`src/rtl/sync_strobe_pkg.sv`:
```
`timescale 1ns/1ps
// Shared types for the sync selector.
// Assumes: source codes are fixed by the mode register layout.
package sync_strobe_pkg;

    typedef enum logic [1:0] {
        SRC_NONE = 2'd0,
        SRC_EXT  = 2'd1,
        SRC_TC   = 2'd2,
        SRC_ON   = 2'd3
    } sync_src_e;

    localparam int unsigned NUM_CONSUMERS = 3;
    localparam int unsigned CONS_INTP = 0;
    localparam int unsigned CONS_TCNT = 1;
    localparam int unsigned CONS_PIN  = 2;

    localparam logic [7:0] MODE_RST = 8'h69;

endpackage

```
`src/rtl/sync_ext_edge.sv`:
```
`timescale 1ns/1ps
// Brings the external sync into the clock domain and flags its rising edge.
// Assumes: input is asynchronous; one event per low-to-high transition.
module sync_ext_edge #(
    parameter int unsigned SYNC_STAGES = 2
) (
    input  logic clk,
    input  logic rst_n,
    input  logic async_i,
    output logic evt_o
);
    localparam int unsigned LAST = SYNC_STAGES;

    logic [LAST:0] chain_q;

    // Shift the input through the synchronizer and one history stage.
    always_ff @(posedge clk) begin
        if (!rst_n) begin
            chain_q <= '0;
        end else begin
            chain_q <= {chain_q[LAST-1:0], async_i};
        end
    end

    assign evt_o = chain_q[LAST-1] & ~chain_q[LAST];

endmodule

```
`src/rtl/sync_oneshot.sv`:
```
`timescale 1ns/1ps
// One-shot sync: a single-cycle strobe on each set of the arm bit, or a
// level that follows the bit.
// Assumes: arm_i is a register output.
module sync_oneshot (
    input  logic clk,
    input  logic rst_n,
    input  logic arm_i,
    input  logic level_i,
    output logic evt_o
);
    logic arm_prev_q;

    // Remember last cycle's arm bit so that a held bit cannot re-fire.
    always_ff @(posedge clk) begin
        if (!rst_n) begin
            arm_prev_q <= 1'b0;
        end else begin
            arm_prev_q <= arm_i;
        end
    end

    // Pick the strobe style.
    always_comb begin
        if (level_i) begin
            evt_o = arm_i;
        end else begin
            evt_o = arm_i & ~arm_prev_q;
        end
    end

endmodule

```
`src/rtl/sync_tc_counter.sv`:
```
`timescale 1ns/1ps
// Free-running down counter that gives a terminal-count pulse at zero and
// reloads on wrap or on its sync.
// Assumes: period_i is stable between writes.
module sync_tc_counter #(
    parameter int unsigned          W          = 8,
    parameter logic [W-1:0]         RST_PERIOD = 15
) (
    input  logic         clk,
    input  logic         rst_n,
    input  logic [W-1:0] period_i,
    input  logic         reload_i,
    output logic         tc_o
);
    logic [W-1:0] cnt_q;

    assign tc_o = (cnt_q == '0);

    // Count down; reload on sync or after the terminal count.
    always_ff @(posedge clk) begin
        if (!rst_n) begin
            cnt_q <= RST_PERIOD;
        end else if (reload_i || tc_o) begin
            cnt_q <= period_i;
        end else begin
            cnt_q <= cnt_q - 1'b1;
        end
    end

endmodule

```
`src/rtl/sync_src_mux.sv`:
```
`timescale 1ns/1ps
// Picks one sync source from a 2-bit code.
// Assumes: the code follows sync_src_e.
module sync_src_mux
    import sync_strobe_pkg::*;
(
    input  logic [1:0] mode_i,
    input  logic       ext_i,
    input  logic       tc_i,
    output logic       sync_o
);
    // Decode the source code.
    always_comb begin
        unique case (sync_src_e'(mode_i))
            SRC_NONE: sync_o = 1'b0;
            SRC_EXT:  sync_o = ext_i;
            SRC_TC:   sync_o = tc_i;
            SRC_ON:   sync_o = 1'b1;
            default:  sync_o = 1'b0;
        endcase
    end

endmodule

```
`src/rtl/sync_strobe_gen.sv`:
```
`timescale 1ns/1ps
// Top: configuration registers, external sync conditioning, one-shot,
// terminal-count counter and three source selectors.
// Assumes: writes and the sync output share clk; reset is synchronous.
module sync_strobe_gen
    import sync_strobe_pkg::*;
#(
    parameter int unsigned       DATA_W      = 8,
    parameter int unsigned       SYNC_STAGES = 2,
    parameter logic [DATA_W-1:0] PERIOD_RST  = 15
) (
    input  logic              clk,
    input  logic              rst_n,
    input  logic              cfg_we_i,
    input  logic [1:0]        cfg_addr_i,
    input  logic [DATA_W-1:0] cfg_wdata_i,
    input  logic              ext_sync_i,
    output logic              intp_sync_o,
    output logic              tcnt_sync_o,
    output logic              tc_pulse_o,
    output logic              sync_out_n_o
);
    localparam logic [1:0] ADDR_MODE  = 2'd0;
    localparam logic [1:0] ADDR_STYLE = 2'd1;
    localparam logic [1:0] ADDR_PER   = 2'd2;

    logic [7:0]        mode_q;
    logic              os_level_q;
    logic [DATA_W-1:0] period_q;
    logic              ext_evt;
    logic              os_evt;
    logic              tc_evt;
    logic              tc_src;
    logic [NUM_CONSUMERS-1:0][1:0] mode_f;
    logic [NUM_CONSUMERS-1:0]      tc_in;
    logic [NUM_CONSUMERS-1:0]      sel;
    logic              out_sel;

    // Configuration register writes.
    always_ff @(posedge clk) begin
        if (!rst_n) begin
            mode_q     <= MODE_RST;
            os_level_q <= 1'b0;
            period_q   <= PERIOD_RST;
        end else if (cfg_we_i) begin
            case (cfg_addr_i)
                ADDR_MODE:  mode_q     <= cfg_wdata_i[7:0];
                ADDR_STYLE: os_level_q <= cfg_wdata_i[0];
                ADDR_PER:   period_q   <= cfg_wdata_i;
                default:    ;
            endcase
        end
    end

    sync_ext_edge #(.SYNC_STAGES(SYNC_STAGES)) u_ext (
        .clk     (clk),
        .rst_n   (rst_n),
        .async_i (ext_sync_i),
        .evt_o   (ext_evt)
    );

    sync_oneshot u_os (
        .clk     (clk),
        .rst_n   (rst_n),
        .arm_i   (mode_q[7]),
        .level_i (os_level_q),
        .evt_o   (os_evt)
    );

    sync_tc_counter #(.W(DATA_W), .RST_PERIOD(PERIOD_RST)) u_cnt (
        .clk      (clk),
        .rst_n    (rst_n),
        .period_i (period_q),
        .reload_i (tcnt_sync_o),
        .tc_o     (tc_evt)
    );

    // The one-shot replaces the terminal count when use-one-shot is set.
    assign tc_src = mode_q[6] ? os_evt : tc_evt;

    // Per-consumer fields and terminal-count-slot source.
    always_comb begin
        mode_f[CONS_INTP] = mode_q[1:0];
        mode_f[CONS_TCNT] = mode_q[3:2];
        mode_f[CONS_PIN]  = mode_q[5:4];
        tc_in[CONS_INTP]  = tc_src;
        tc_in[CONS_TCNT]  = os_evt;
        tc_in[CONS_PIN]   = tc_src;
    end

    for (genvar g = 0; g < NUM_CONSUMERS; g++) begin : g_sel
        sync_src_mux u_mux (
            .mode_i (mode_f[g]),
            .ext_i  (ext_evt),
            .tc_i   (tc_in[g]),
            .sync_o (sel[g])
        );
    end

    assign intp_sync_o = sel[CONS_INTP];
    assign tcnt_sync_o = sel[CONS_TCNT];
    assign tc_pulse_o  = tc_evt;
    assign out_sel     = sel[CONS_PIN];

    // Register and invert the pin sync.
    always_ff @(posedge clk) begin
        if (!rst_n) begin
            sync_out_n_o <= 1'b1;
        end else begin
            sync_out_n_o <= ~out_sel;
        end
    end

endmodule

```
`config.mk`:
```
export PLATFORM = sky130hd
export DESIGN_NAME = sync_strobe_gen
export DESIGN_NICKNAME = d
export VERILOG_FILES = /design/src/rtl/sync_strobe_pkg.sv /design/src/rtl/sync_ext_edge.sv /design/src/rtl/sync_oneshot.sv /design/src/rtl/sync_tc_counter.sv /design/src/rtl/sync_src_mux.sv /design/src/rtl/sync_strobe_gen.sv
export SDC_FILE = /design/constraint.sdc
export NUM_CORES = 1
export LEC_CHECK = 0
export ABC_CLOCK_PERIOD_IN_PS = 1800
export BUFFER_PORTS_ARGS = -buffer_cell sky130_fd_sc_hd__buf_2
export CORE_MARGIN = 2
export CORE_UTILIZATION = 50
export CTS_BUF_LIST = sky130_fd_sc_hd__clkbuf_8
export CTS_CLUSTER_DIAMETER = 40
export DETAILED_ROUTE_END_ITERATION = 6
export PLACE_DENSITY = 0.71
export SLEW_MARGIN = 10
export SYNTH_ARGS = -nofsm -noshare
export SYNTH_HDL_FRONTEND = slang
export SYNTH_SLANG_ARGS = --single-unit
export TNS_END_PERCENT = 10
```
`constraint.sdc`:
```
create_clock -name clk -period 1.8 [get_ports clk]
set_clock_uncertainty 0.15 [all_clocks]
set_input_delay 0.09 -clock clk [delete_from_list [all_inputs] [get_ports clk]]
set_output_delay 0.09 -clock clk [all_outputs]
set_load 0.005 [all_outputs]
```
Word level (Yosys, flattened, before mapping)

Index checks and enable logic that the tools add are counted.

Add/subtract/negate cells: 1
Equality and inequality tests: 11
Bitwise operators: 5
Reduce and logical (&&, ||, !) cells: 9
Mux-type cells: 6

Operators by type and width:

| operator                                             | count |
|---|---|
| equality test 2 bit (second input constant)          | 7 |
| one-hot mux 1 bit (4 select lines)                   | 3 |
| equality test 2 x 1 -> 1 bit (second input constant) | 4 |
| zero test 2 bit                                      | 4 |
| zero test 8 bit                                      | 1 |
| 2-to-1 mux 8 bit                                     | 1 |
| subtractor 8 x 1 -> 8 bit (second input constant)    | 1 |
| AND reduction 2 bit                                  | 3 |
| NOT 1 bit                                            | 3 |
| bitwise AND 1 bit                                    | 2 |
| 2-to-1 mux 1 bit                                     | 2 |
| logical OR 1 bit                                     | 1 |

Logic and storage cells: 39
Register bits: 30

Logic depth before layout (Yosys ltp)

Gate-level depths: netlist of run 1.

Depth after elaboration: 6
Gate-level depth with buffers: 6
Gate-level depth less buffers: 6

Hierarchy

Synthesis of run 1 repeated with hierarchy kept, for this count alone.

Cell total of the unflattened synthesis: 142
Area, all modules: 1356.3 µm²

Modules (own cells, without submodules):

| module          | cells an instance | instances | sequential area each (µm²) | area each (µm²) |
|---|---|---|---|---|
| sync_strobe_gen | 76                | 1         | 360.3                      | 750.7 |
| sync_tc_counter | 46                | 1         | 160.2                      | 437.9 |
| sync_ext_edge   | 7                 | 1         | 60.1                       | 92.6 |
| sync_oneshot    | 4                 | 1         | 20.0                       | 37.5 |
| sync_src_mux    | 3                 | 3         | 0.0                        | 12.5 |

Least setup slack after synthesis of run 1

OpenSTA, ideal clock, no wires.

Kind: reg-to-reg
From: reg u_cnt.cnt_q[2]
To: reg u_cnt.cnt_q[3]
Stages on the path, launching flop included: 6
Period minus slack after synthesis: 1.553 ns
Data required time: 1.530 ns
Data arrival time: 1.284 ns
Library setup time: 0.120 ns
Slack: 0.247 ns
Path through: dfxtp_1 nor4_4 nand3_2 inv_2 nor2_2 o31a_1

Cells in the longest elaborated chain, start to end: 3
Elaborated cells between the ends (all ways): 4
Classes of those cells: add/sub: 1; mux: 1; reduce/logical: 2

Ends and longest elaborated chain:

| what                     | RTL line              | source |
|---|---|---|
| start: declaration       | sync_tc_counter.sv:15 | `logic [W-1:0] cnt_q;` |
| start signal: assignment | sync_tc_counter.sv:24 | `cnt_q <= period_i;` |
| start signal: assignment | sync_tc_counter.sv:26 | `cnt_q <= cnt_q - 1'b1;` |
| zero test 8 bit          | sync_tc_counter.sv:17 | `assign tc_o = (cnt_q == '0);` |
| named net tc_pulse_o     | sync_strobe_gen.sv:20 | `output logic tc_pulse_o,` |
| logical OR 1 bit         | sync_tc_counter.sv:23 | `end else if (reload_i \|\| tc_o) begin` |
| 2-to-1 mux 8 bit         | sync_tc_counter.sv:23 |  |

The timed path passes the listed nets, and every way through them passes these cells.
A chain may end at the register's enable or synchronous reset.

Final worst setup path of run 1

From: reg u_cnt.cnt_q[4]
To: out intp_sync_o

Cells in the longest elaborated chain, start to end: 3

Ends and longest elaborated chain:

| what                               | RTL line              | source |
|---|---|---|
| zero test 8 bit                    | sync_tc_counter.sv:17 |  |
| 2-to-1 mux 1 bit                   | sync_strobe_gen.sv:79 | `assign tc_src = mode_q[6] ? os_evt : tc_evt;` |
| one-hot mux 1 bit (4 select lines) | sync_src_mux.sv:14    | `unique case (sync_src_e'(mode_i))` |
| end: declaration                   | sync_strobe_gen.sv:18 | `output logic intp_sync_o,` |

No other way between the ends.

==> metrics list, run 1 <==
- Setup violations remaining at the end of the flow were counted as 0.
- The synthesized design contains 0 enable-type register cells.
- During synthesis, Yosys emitted a total of 0 warnings.
- Synthesis-stage register bit count: 30
- The first global-routing pass estimated 4400 um of wire.
* Slack of the worst reg-to-reg path: 140 ps
* Sequential share of the synthesized area: 46.6%
- In the post-route analysis, the smallest setup slack over all paths is 62.8 ps.
* Die ar.: 3000 um2
- Along the worst path, the maximum fanout reaches 3.
- In this run the standard cell core region covers 2450 um2.
* Placement-stage worst setup slack: 214 ps
- Worst R2R Start: u_cnt.cnt_q[0]
- The H-tree was split into 2 levels.
- After the first detailed-routing iteration, the DRC count stood at 16.
* Length in cells of the worst reg-to-reg path: 8
- Share of the core filled with cells in the final layout: 67.5%
- Avg Synthesized Cell Area: 9.61 um2
* DP Wirelength: 1860 um
* I/O pin count: 18
* Final period utilization: 96.5%
- Num CTS Buffers: 5
- Average vias per placed instance: 5.25
- The number of global-route vias before repair was 1006.
- Clk_lat worst skew: 280 ps
- Routability-driven placement finished with a final weighted congestion of 0.788.
- In this run the critical register-to-register path is captured at u_cnt.cnt_q[4].
* Cell Count Post-Placement: 180
* Worst hold path stage count: 3
* Peak supply drop: 0.830 mV
- Counting every net in the synthesized netlist gives 150.
- At the worst endpoint, the required time is 1560 ps.
* Maximum operating frequency: 576 MHz
* Power density cells: 904 nW/um2
* Combined global-route utilization of all metal layers: 21.8%
* Synth Instances: 134
- Total power for the finished layout comes to 1.50 mW.
- Chip Width: 54.7 um
* Arrival @ worst endpoint: 1500 ps
* Number of optimization iterations in the first detailed-route pass: 4
- Shortest clock period the worst path allows after layout: 1740 ps
- Setup repair after global routing could not meet its margin everywhere.
- STA classifies the critical path startpoint as a register.
* Initial core utilization: 52.4%
- By startpoint and endpoint, the worst setup path is classified as register to primary output.
* # diodes: 0
* Max-capacitance violation count: 0
- For the pin with the worst max-slew slack, the measured transition is 536 ps.
- In this run the most critical hold path is launched from rst_n.
- Overall via count from detail_route: 1056
- Kind of path behind the tightest hold check: input port to register
- Clock-pin slew was measured on the worst setup and hold paths at 60 ps.
* Minimum hold slack: 38.2 ps
* Maximum root-to-sink buffer count: 2
* Maximum number of pins on one net before global-route repair: 17
- Area growth from synthesis to layout: 28.8%
- Final std cells w/o fill: 201
- Clock tree from TritonCTS: built
- Nets@finish: 186
* Worst slew margin relative to its limit: 64.3%
* Layout cells sized above 1: 25.7%
- After synthesis, the share of flip-flops with an asynchronous set or reset is 0%.
- Routed WL per cell: 13.5 um
* Clock Sink Count: 30
- The path with the worst hold slack has its endpoint at period_q[3].
- Static power due to leakage: 0.740 nW
- Antenna violation net count after detailed routing: 0
- Post-Synthesis Cell Area: 1290 um2
- In this run the vertical extent of the chip is 54.7 um.
- GR Overflow Total: 0
- Counting the fill cells in the layout gives 213.
- After detailed routing, the number of remaining DRC violations is 0.
- The count of endpoints failing hold in the final timing report is 0.
- Port buffering added 17 buffers.
* CP endpoint kind: primary output
* Flip-flop cell with the highest count after synthesis: sky130_fd_sc_hd__dfxtp_1
* Max Slew Vio Count: 0
- Number of rows in the core area: 18
* Root Buffer: sky130_fd_sc_hd__clkbuf_8
* Antenna violations before repair: 0
- Status: finished clean
- The routed design has 2720 um of wire.
- Synthesis instantiated 31 different standard cells from the library.
-- where the power goes --
part           internal (mW)  switching (mW)
logic                 0.0760          0.0741
registers              0.697          0.0280
clock network          0.385           0.238
total                   1.16           0.340
-- cell usage after synthesis, drive strengths merged (2+ instances only) --
master | count | share of area (%)
clkbuf | 2 | 0.58
inv | 8 | 2.3
dfxtp | 30 | 47
ha | 2 | 1.9
nor3 | 3 | 1.2
buf | 3 | 1.2
xnor2 | 2 | 1.4
and2 | 3 | 1.5
a211oi | 4 | 2.7
mux2i | 15 | 12
nor2 | 15 | 4.6
o21ai | 4 | 1.6
nand2 | 12 | 3.5
nand3b | 3 | 1.7
a21oi | 10 | 3.9
xor2 | 4 | 2.7
o211ai | 2 | 1.2
nor2b | 2 | 0.97
-- layout make-up --
class / count / area, um2 / share of cell area, %
multi-input cells: 91 / 638 / 38.5
flip-flops and latches: 30 / 607 / 36.6
repair buffers: 34 / 235 / 14.2
clock buffers: 8 / 110 / 6.64
well taps: 30 / 37.5 / 2.26
inverters: 8 / 30.0 / 1.81
-- critical path: stages, from the launching register on --
cell and delay, ps:
sky130_fd_sc_hd__dfxtp_4 360, sky130_fd_sc_hd__nor4_4 310, sky130_fd_sc_hd__nand3_2 130, sky130_fd_sc_hd__inv_2 90
sky130_fd_sc_hd__mux2i_2 80, sky130_fd_sc_hd__a21oi_1 130, sky130_fd_sc_hd__buf_2 130
-- through the flow --
step,TNS [ps],instance area [um2]
CTS,0,1630
finish,0,1660
detailed placement,0,1420
global placement,0,1420
global route,-19.5,1660
floorplan,0,1290
-- worst max-delay path by stage --
stage	start	end	slack (ps)	cells after the start
2_1_floorplan	u_cnt.cnt_q[2]	u_cnt.cnt_q[3]	250	5
3_3_place_gp	u_cnt.cnt_q[2]	intp_sync_o	270	6
3_5_place_dp	u_cnt.cnt_q[2]	intp_sync_o	210	6
4_1_cts	u_cnt.cnt_q[4]	intp_sync_o	20	6
5_1_grt	u_cnt.cnt_q[4]	intp_sync_o	-20	6
6_report	u_cnt.cnt_q[4]	intp_sync_o	60	6
-- layout by cell type, fill, tap and decap left out, drive strengths merged --
master       instances
a211oi               4
nand4                1
mux2i               15
nor4b                1
xor2                 4
and2                 3
buf                 25
nand2               12
inv                  8
o211ai               2
nor3b                1
nand3                1
ha                   2
nor3                 3
and3                 1
o22a                 1
o21ai                4
o311a                1
nand3b               3
a21oi               10
dlygate4sd3          9
nor2b                2
nor2                15
clkbuf               8
or3                  1
dfxtp               30
nor4                 1
o31a                 1
xnor2                2
-- sequential cells by signal (all words and copies together), names as in the netlist --
register and flops:
mode_q 8, u_os.arm_prev_q 1, sync_out_n_o 1, u_cnt.cnt_q 8, os_level_q 1, u_ext.chain_q 3
period_q 8
-- layer usage --
metal	vias to the layer above	GRT usage [%]	part of all wire [%]
met5	-	0	0
met4	0	10.0	1.8
met3	5	8.74	4.0
met2	15	34.5	49
met1	505	25.7	46
li1	531	-	-
-- cells by family (layout without fill, tap and decap cells) --
kind of cell,count (synthesis),after routing,synth area share [%]
XOR/XNOR,6,6,4.08
buffers and inverters,13,50,4.08
adder cells (fa/ha/maj),2,2,1.94
AND/OR/NAND/NOR,45,45,20.1
flip-flops,30,30,46.6
multiplexers,15,15,11.7
AO/OA/AOI/OAI,23,23,11.5
-- what timing repair did --
item,in CTS,in global routing
hold buffers,9,0
pin swaps,1,3
gates resized for setup,0,5
setup endpoints to repair,1,1
setup buffers,2,2
endpoints found under the hold margin,18,0
Note: power is estimated with default switching activity, not from simulation.
==> inputs of run 2 (changes only) <==
--- a/config.mk
+++ b/config.mk
@@ -5,14 +5,14 @@
 export SDC_FILE = /design/constraint.sdc
 export NUM_CORES = 1
 export LEC_CHECK = 0
-export ABC_CLOCK_PERIOD_IN_PS = 1800
+export ABC_CLOCK_PERIOD_IN_PS = 1500
 export BUFFER_PORTS_ARGS = -buffer_cell sky130_fd_sc_hd__buf_2
 export CORE_MARGIN = 2
 export CORE_UTILIZATION = 50
 export CTS_BUF_LIST = sky130_fd_sc_hd__clkbuf_8
 export CTS_CLUSTER_DIAMETER = 40
 export DETAILED_ROUTE_END_ITERATION = 6
-export PLACE_DENSITY = 0.71
+export PLACE_DENSITY = 0.74
 export SLEW_MARGIN = 10
 export SYNTH_ARGS = -nofsm -noshare
 export SYNTH_HDL_FRONTEND = slang
==> constraint.sdc (replaced) <==
create_clock -name clk -period 1.5 [get_ports clk]
set_clock_uncertainty 0.15 [all_clocks]
set_input_delay 0.075 -clock clk [delete_from_list [all_inputs] [get_ports clk]]
set_output_delay 0.075 -clock clk [all_outputs]
set_load 0.005 [all_outputs]
==> run 2 against run 1 <==
The flow now finishes with violations (setup timing). Critical path depth unchanged. Cell count grew 4.0%. Die area stayed put. Routed wire length is 8.5% higher. Largest cell class unchanged. Highest routed layer unchanged.
==> metrics list, run 2 (synthesis gave the netlist of run 1 again) <==
* Status: finished, violations left
* Failing checks: setup timing
- The number of global-route vias before repair is 1066.
- Critical path buffers and inverters: 2
- Crit-path cells: nor4_4 > nand3_2 > inv_2 > mux2i_2 > a21oi_1 > buf_2
* Worst R2R Start: u_cnt.cnt_q[4]
- The kind of cell with the highest combined delay along the critical path is simple AND/OR/NAND/NOR gates.
* Clock transition at the register clock pins on the worst setup and hold paths after CTS: 60 ps
- Number of rows in the core area: 18
* Floorplan die height: 54.7 um
* Nets@finish: 195
* Clk_lat worst skew: 280 ps
- FF-to-FF End: u_cnt.cnt_q[7]
- The final number of max-transition violations is 0.
- For the worst setup path, the data required time is 1270 ps.
* Number of setup violations in the final report: 9
- Across the VDD grid, the largest voltage drop is 0.833 mV.
- Average vias per placed instance: 5.32
- Slack of the worst reg-to-reg path: -140 ps
- After layout, the worst path uses 113% of the clock period.
- Routed WL per cell: 14.1 um
- The tree is rooted in a sky130_fd_sc_hd__clkbuf_8.
- The first detailed-routing pass took 4 iterations.
- The worst hold path terminates at period_q[3].
* I/O pin count: 18
- The min-delay analysis places its worst path in the category input port to register.
- The largest registers in the layout are mode_q (8), period_q (8), u_cnt.cnt_q (8).
- Relative to the synthesized area, the layout overhead comes to 34.5%.
* Share of the core filled with cells in the final layout: 70.5%
- Combined global-route utilization of all metal layers: 23.5%
- Among all stages on the critical path, the largest delay is contributed by sky130_fd_sc_hd__dfxtp_2.
* Clock Sink Count: 30
- The count of endpoints failing hold in the final timing report is 0.
- The setup path with the least slack is of type register to primary output.
- The worst setup path is captured at a primary output.
- Slowest Stage Delay on Critical Path: 340 ps
- Area occupied by registers: 606 um2
- The H-tree was split into 2 levels.
- Timing would allow up to 592 MHz.
* GP Congestion: 0.809
- Type of origin of the critical path: register
- At the pin with the least slew margin, the transition time is 304 ps.
- Highest-count cells in the layout ignoring fill and taps: sky130_fd_sc_hd__dfxtp_1 (26), sky130_fd_sc_hd__buf_2 (17), sky130_fd_sc_hd__buf_4 (15)
* Antenna violation net count after detailed routing: 0
* Global-route wire length before repair: 4730 um
* Footprint of the multi-input gates: 669 um2
- Worst hold path stage count: 3
- Summed over all nets, the half-perimeter wirelength after detailed placement is 1990 um.
* Port Buffer Count: 17
* Overall via count from detail_route: 1111
- Entering global routing, the biggest net connects 17 pins.
- Final std cells w/o fill: 209
- The startpoint identified for the worst hold timing path is rst_n.
- DRC violations left: 0
- Max-capacitance violation count: 0
* Arrival @ worst endpoint: 1460 ps
* RSZ-0062 raised after global routing: true
* Chip Width: 54.7 um
- Most common cell after layout, fill and taps aside: sky130_fd_sc_hd__dfxtp_1
- Core box area: 2450 um2
- Starting DRC count in detailed routing: 19
- TritonCTS built the clock tree.
- Counting tap cells, the placed design contains a total of 189 instances.
* Worst slew margin relative to its limit: 79.7%
- # diodes: 0
- The post-route netlist has 31.8% of its cells at a drive strength greater than 1.
- The routed design has 2950 um of wire.
- Measured in cells, the most critical reg-to-reg path has a length of 6.
- Die ar.: 3000 um2
* Static power due to leakage: 0.776 nW
* Initial core utilization: 52.4%
* Antenna violations before repair: 0
* Shortest clock period the worst path allows after layout: 1690 ps
* GR Overflow Total: 0
- The number of clock buffers added by TritonCTS is 5.
- Number of fillers in the final layout: 174
- For this design the ratio of total power to cell area is 961 nW/um2.
- Across all setup checks in the final design, the least slack found is -188 ps.
- The longest clock path from root to sink contains 2 buffers.
- Of all nets on the critical path, the largest fanout is 2.
-- run 2: how the worst max path moves through the flow --
stage	startpoint	end	slack (ps)	cells past startpoint
floorplan	u_cnt.cnt_q[4]	u_cnt.cnt_q[3]	-20	5
global placement	u_cnt.cnt_q[4]	u_cnt.cnt_q[7]	20	5
detailed placement	u_cnt.cnt_q[4]	u_cnt.cnt_q[7]	-40	5
CTS	u_cnt.cnt_q[3]	intp_sync_o	-190	6
global route	u_cnt.cnt_q[4]	intp_sync_o	-280	6
finish	u_cnt.cnt_q[4]	intp_sync_o	-190	6
-- run 2: what timing repair did --
item | in CTS | in global routing
setup endpoints to repair | 6 | 11
pin swaps | 3 | 4
hold buffers | 9 | 0
endpoints found under the hold margin | 18 | 0
setup buffers | 4 | 0
gates resized for setup | 9 | 6
-- run 2: cell type report --
cell class | count | area share [%]
Timing Repair Buffer | 43 | 17.9
Clock buffer | 5 | 3.97
Inverter | 8 | 1.88
Sequential cell | 30 | 35.0
Tap cell | 30 | 2.17
Multi-Input combinational cell | 91 | 38.7
Clock inverter | 2 | 0.434
-- run 2: through the flow --
| stage | power (mW) | hold WS [ps] | setup TNS, ps | setup WS, ps | instance area (um2) |
|---|---|---|---|---|---|
| after detailed placement | 1.06 | 152 | -38.9 | -38.9 | 1490 |
| after global placement | 1.05 | 137 | 0 | 23.9 | 1490 |
| after CTS | 1.67 | 10.9 | -801 | -191 | 1720 |
| after floorplan | 0.987 | 1.23 | -19.9 | -19.9 | 1290 |
| final | 1.66 | 22.0 | -801 | -188 | 1730 |
| after global routing | 1.74 | 33.2 | -1790 | -281 | 1730 |
-- run 2: layer usage --
layer,up-vias,track usage [%],wire [um]
met4,0,12.9,99
met3,11,8.47,117
met5,-,0,0
met2,19,39.3,1490
li1,546,-,-
met1,535,25.5,1240
-- run 2: tightest hold or removal path: cells and delay by family --
| family | cells | cell delay (ps) |
|---|---|---|
| buffers and inverters | 2 | 280 |
| and+or+nand+nor | 1 | 60 |
-- run 2: report_power, final --
| group | switching, mW | internal [mW] |
|---|---|---|
| logic | 0.103 | 0.108 |
| clock network | 0.278 | 0.304 |
| registers | 0.0314 | 0.838 |
==> inputs of run 3 (changes only) <==
--- a/config.mk
+++ b/config.mk
@@ -5,6 +5,7 @@
 export SDC_FILE = /design/constraint.sdc
 export NUM_CORES = 1
 export LEC_CHECK = 0
+export ABC_AREA = 1
 export ABC_CLOCK_PERIOD_IN_PS = 1500
 export BUFFER_PORTS_ARGS = -buffer_cell sky130_fd_sc_hd__buf_2
 export CORE_MARGIN = 2
==> run 3 against run 2 <==
The run still ends with setup timing left. Clock-buffer cell count increased by 1. Sequential power increased by 0.9%. Core utilization decreased by 0.41 points. Register-to-register slack improved by 170 ps. Hold slack improved by 2.4 ps. Synthesized area increased by 0.39%. Non-clock buffer count decreased by 7. Clock power increased by 14%. Global-route usage increased by 0.47 points. Critical path type unchanged. Largest power group unchanged.
==> metrics list, run 3 <==
- Status: finished, violations left
- The final reports fail on setup timing.
- Overall via count from detail_route: 1253
- Initial core utilization: 52.7%
* Length in cells of the worst reg-to-reg path: 8
- Number of setup violations in the final report: 1
* Clock Sink Count: 30
- After layout, the worst path uses 105% of the clock period.
- The floorplan step defined a core boundary enclosing 2450 um2.
- sky130_fd_sc_hd__nand2_1 is the most common cell in the netlist.
- Clk_lat worst skew: 280 ps
- Fraction of the mapped netlist area in simple logic gates: 29.8%
- Starting DRC count in detailed routing: 30
- Dominant combinational cell family by area after synthesis: simple AND/OR/NAND/NOR gates
* GP Congestion: 0.777
- Synth Instances: 181
- In this run the core area contains 18 standard-cell rows.
* Global-route wire length before repair: 4990 um
- Kind of critical path: register to primary output
- Share of the core filled with cells in the final layout: 70.1%
- Max Slew Vio Count: 0
* Flip-flop cell with the highest count after synthesis: sky130_fd_sc_hd__dfxtp_1
- The number of clock buffers added by TritonCTS is 5.
- In the synthesized netlist the async set-or-reset flop fraction comes to 0%.
* Finished Cell Area: 1720 um2
- Synth Area in Adders: 1.94%
* Worst slew margin relative to its limit: 78.8%
* Peak supply drop: 0.910 mV
- Synthesis-stage register bit count: 30
- Synth top area cells: sky130_fd_sc_hd__dfxtp_1 (46%), sky130_fd_sc_hd__nand2_1 (17%), sky130_fd_sc_hd__inv_1 (6.4%)
* Commonest cells post-synth: sky130_fd_sc_hd__nand2_1 (57), sky130_fd_sc_hd__dfxtp_1 (30), sky130_fd_sc_hd__inv_1 (22)
* Worst setup endpoint: intp_sync_o
* Routed WL per cell: 12.1 um
- In the final layout, the registers with the most flip-flops are mode_q (8), period_q (8), u_cnt.cnt_q (8).
- Complex-gate fraction of the synthesized area: 12.5%
- Most common cell after layout, fill and taps aside: sky130_fd_sc_hd__nand2_1
* Routed wire length: 3050 um
- At the worst endpoint, the required time is 1270 ps.
- The analysis attributes to cell leakage a power of 0.793 nW.
- Area growth from synthesis to layout: 33.2%
- Detailed placement finished with a half-perimeter wire length of 2000 um.
- In the routed layout, each cell is associated on average with a via count of 4.97.
- After synthesis, the largest area contributor takes up 46.5% of total cell area.
- The largest total area in the synthesized netlist belongs to sky130_fd_sc_hd__dfxtp_1.
* Slew at the pin with the worst max-slew slack: 318 ps
* Layout cells sized above 1: 24.3%
- Number of nets produced by synthesis: 197
- FF-to-FF End: u_cnt.cnt_q[4]
- Floorplan die height: 54.8 um
- Port Buffer Count: 17
- TritonCTS built the clock tree.
- The detail route stage leaves a number of antenna-violating nets equal to 0.
* Placement-stage worst setup slack: 27.2 ps
- Power density cells: 1040 nW/um2
- H-tree levels: 2
* GR Overflow Total: 0
- Placed Instance Area: 1430 um2
- Root Buffer: sky130_fd_sc_hd__clkbuf_8
- Entering global routing, the biggest net connects 21 pins.
- The Yosys step of the flow raised 0 warnings.
* Setup WS post-layout: -77.5 ps
- The filler cells instantiated in the layout total 220.
- CP endpoint kind: primary output
- The worst hold path belongs to the class input port to register.
* Worst R2R Start: u_cnt.cnt_q[6]
* Nets@finish: 237
- Measured along the x axis, the die boundary spans 54.8 um.
- Multiplexer cells account for 0% of the synthesized area.
- Via count of the first global-routing pass: 1183
- Largest fanout on the critical path: 4
- Worst Setup SP: u_cnt.cnt_q[6]
* Highest-count cells in the layout ignoring fill and taps: sky130_fd_sc_hd__nand2_1 (54), sky130_fd_sc_hd__dfxtp_1 (25), sky130_fd_sc_hd__inv_1 (20)
- The die covers 3010 um2.
- Final number of hold-violating endpoints: 0
* Max-capacitance violation count: 0
* Post-Synthesis Cell Area: 1290 um2
* Shortest clock period the worst path allows after layout: 1580 ps
* Avg Synthesized Cell Area: 7.14 um2
- After clock tree synthesis, the clock-pin slew on the worst setup and hold paths is 60 ps.
* RSZ-0062 raised after global routing: true
* Type of origin of the critical path: register
- In this run, synthesis inferred 0 flip-flops with an integrated enable.
- Maximum root-to-sink buffer count: 2
- # diodes: 0
* Number of optimization iterations in the first detailed-route pass: 4
* Antenna violations before repair: 0
- For this run, design rule violations remaining after detail routing come to 0.
- After Yosys synthesis, XOR and XNOR cells account for 1.36% of the synthesized area.
- Setup slack on the worst reg-to-reg path comes out at 30 ps.
- Count of unique library cells instantiated by Yosys: 21
- Maximum operating frequency: 634 MHz
- Across every metal layer, demand over resource in global routing totals 24.0%.
- Total power for the finished layout comes to 1.78 mW.
- Sequential share of the synthesized area: 46.5%
- I/O pin count: 18
- Arrival @ worst endpoint: 1350 ps
run 3: cell type report:
type                       count  area (um2)  area share (%)
clock buffer                   6        82.6            4.80
timing repair buffer          36         258            15.0
multi-input combinational    124         634            36.8
inverter                      24        90.1            5.23
clock inverter                 2        12.5           0.727
sequential                    30         607            35.2
tap                           30        37.5            2.18
run 3: kinds of logic after synthesis:
kind of cell	Yosys count
buf+inv	27
simple gates	91
xor+xnor	2
flops	30
fa+ha+maj	2
compound gates	29
run 3: timing repair:
action | 4_1_cts | 5_1_grt
endpoints found under the hold margin | 18 | 0
pin swaps | 5 | 3
endpoints found under the setup margin | 1 | 8
resized for setup | 15 | 4
buffers inserted | 4 | 1
hold buffers | 11 | 0
run 3: worst min path at each step:
stage	startpoint	endpoint	slack [ps]	depth (start not counted)
after global placement	ext_sync_i	u_ext.chain_q[0]	120	3
after detailed placement	ext_sync_i	u_ext.chain_q[0]	120	3
after floorplan	ext_sync_i	u_ext.chain_q[0]	20	2
after global routing	rst_n	u_cnt.cnt_q[6]	40	3
final	rst_n	u_cnt.cnt_q[7]	20	3
after CTS	rst_n	period_q[6]	10	3
run 3: stage by stage:
| step | hold WS (ps) | TNS, ps | instances |
|---|---|---|---|
| after floorplan | 22.6 | 0 | 181 |
| after global placement | 116 | 0 | 228 |
| after detailed placement | 124 | 0 | 228 |
| after CTS | 13.3 | -57.0 | 251 |
| after global routing | 42.9 | -426 | 252 |
| final | 24.4 | -77.5 | 252 |
run 3: metal layers:
layer,vias to the layer above,global-route usage [%],routed length [um]
met2,22,41.1,1530
met4,0,11.3,70
met3,10,8.20,107
met5,-,0,0
li1,654,-,-
met1,567,26.2,1340
run 3: worst max-delay path, stage by stage, from the launching register on:
cell                      delay, ps
sky130_fd_sc_hd__dfxtp_1        340
sky130_fd_sc_hd__nor2_1         200
sky130_fd_sc_hd__nand2_4         70
sky130_fd_sc_hd__nor2_4         120
sky130_fd_sc_hd__nand2_2         60
sky130_fd_sc_hd__nand2_2         70
sky130_fd_sc_hd__o22ai_2         60
sky130_fd_sc_hd__inv_1           50
sky130_fd_sc_hd__buf_2          100
run 3: where the power goes:
part	switching [mW]	internal [mW]
clock network	0.296	0.368
registers	0.0327	0.844
logic	0.133	0.112
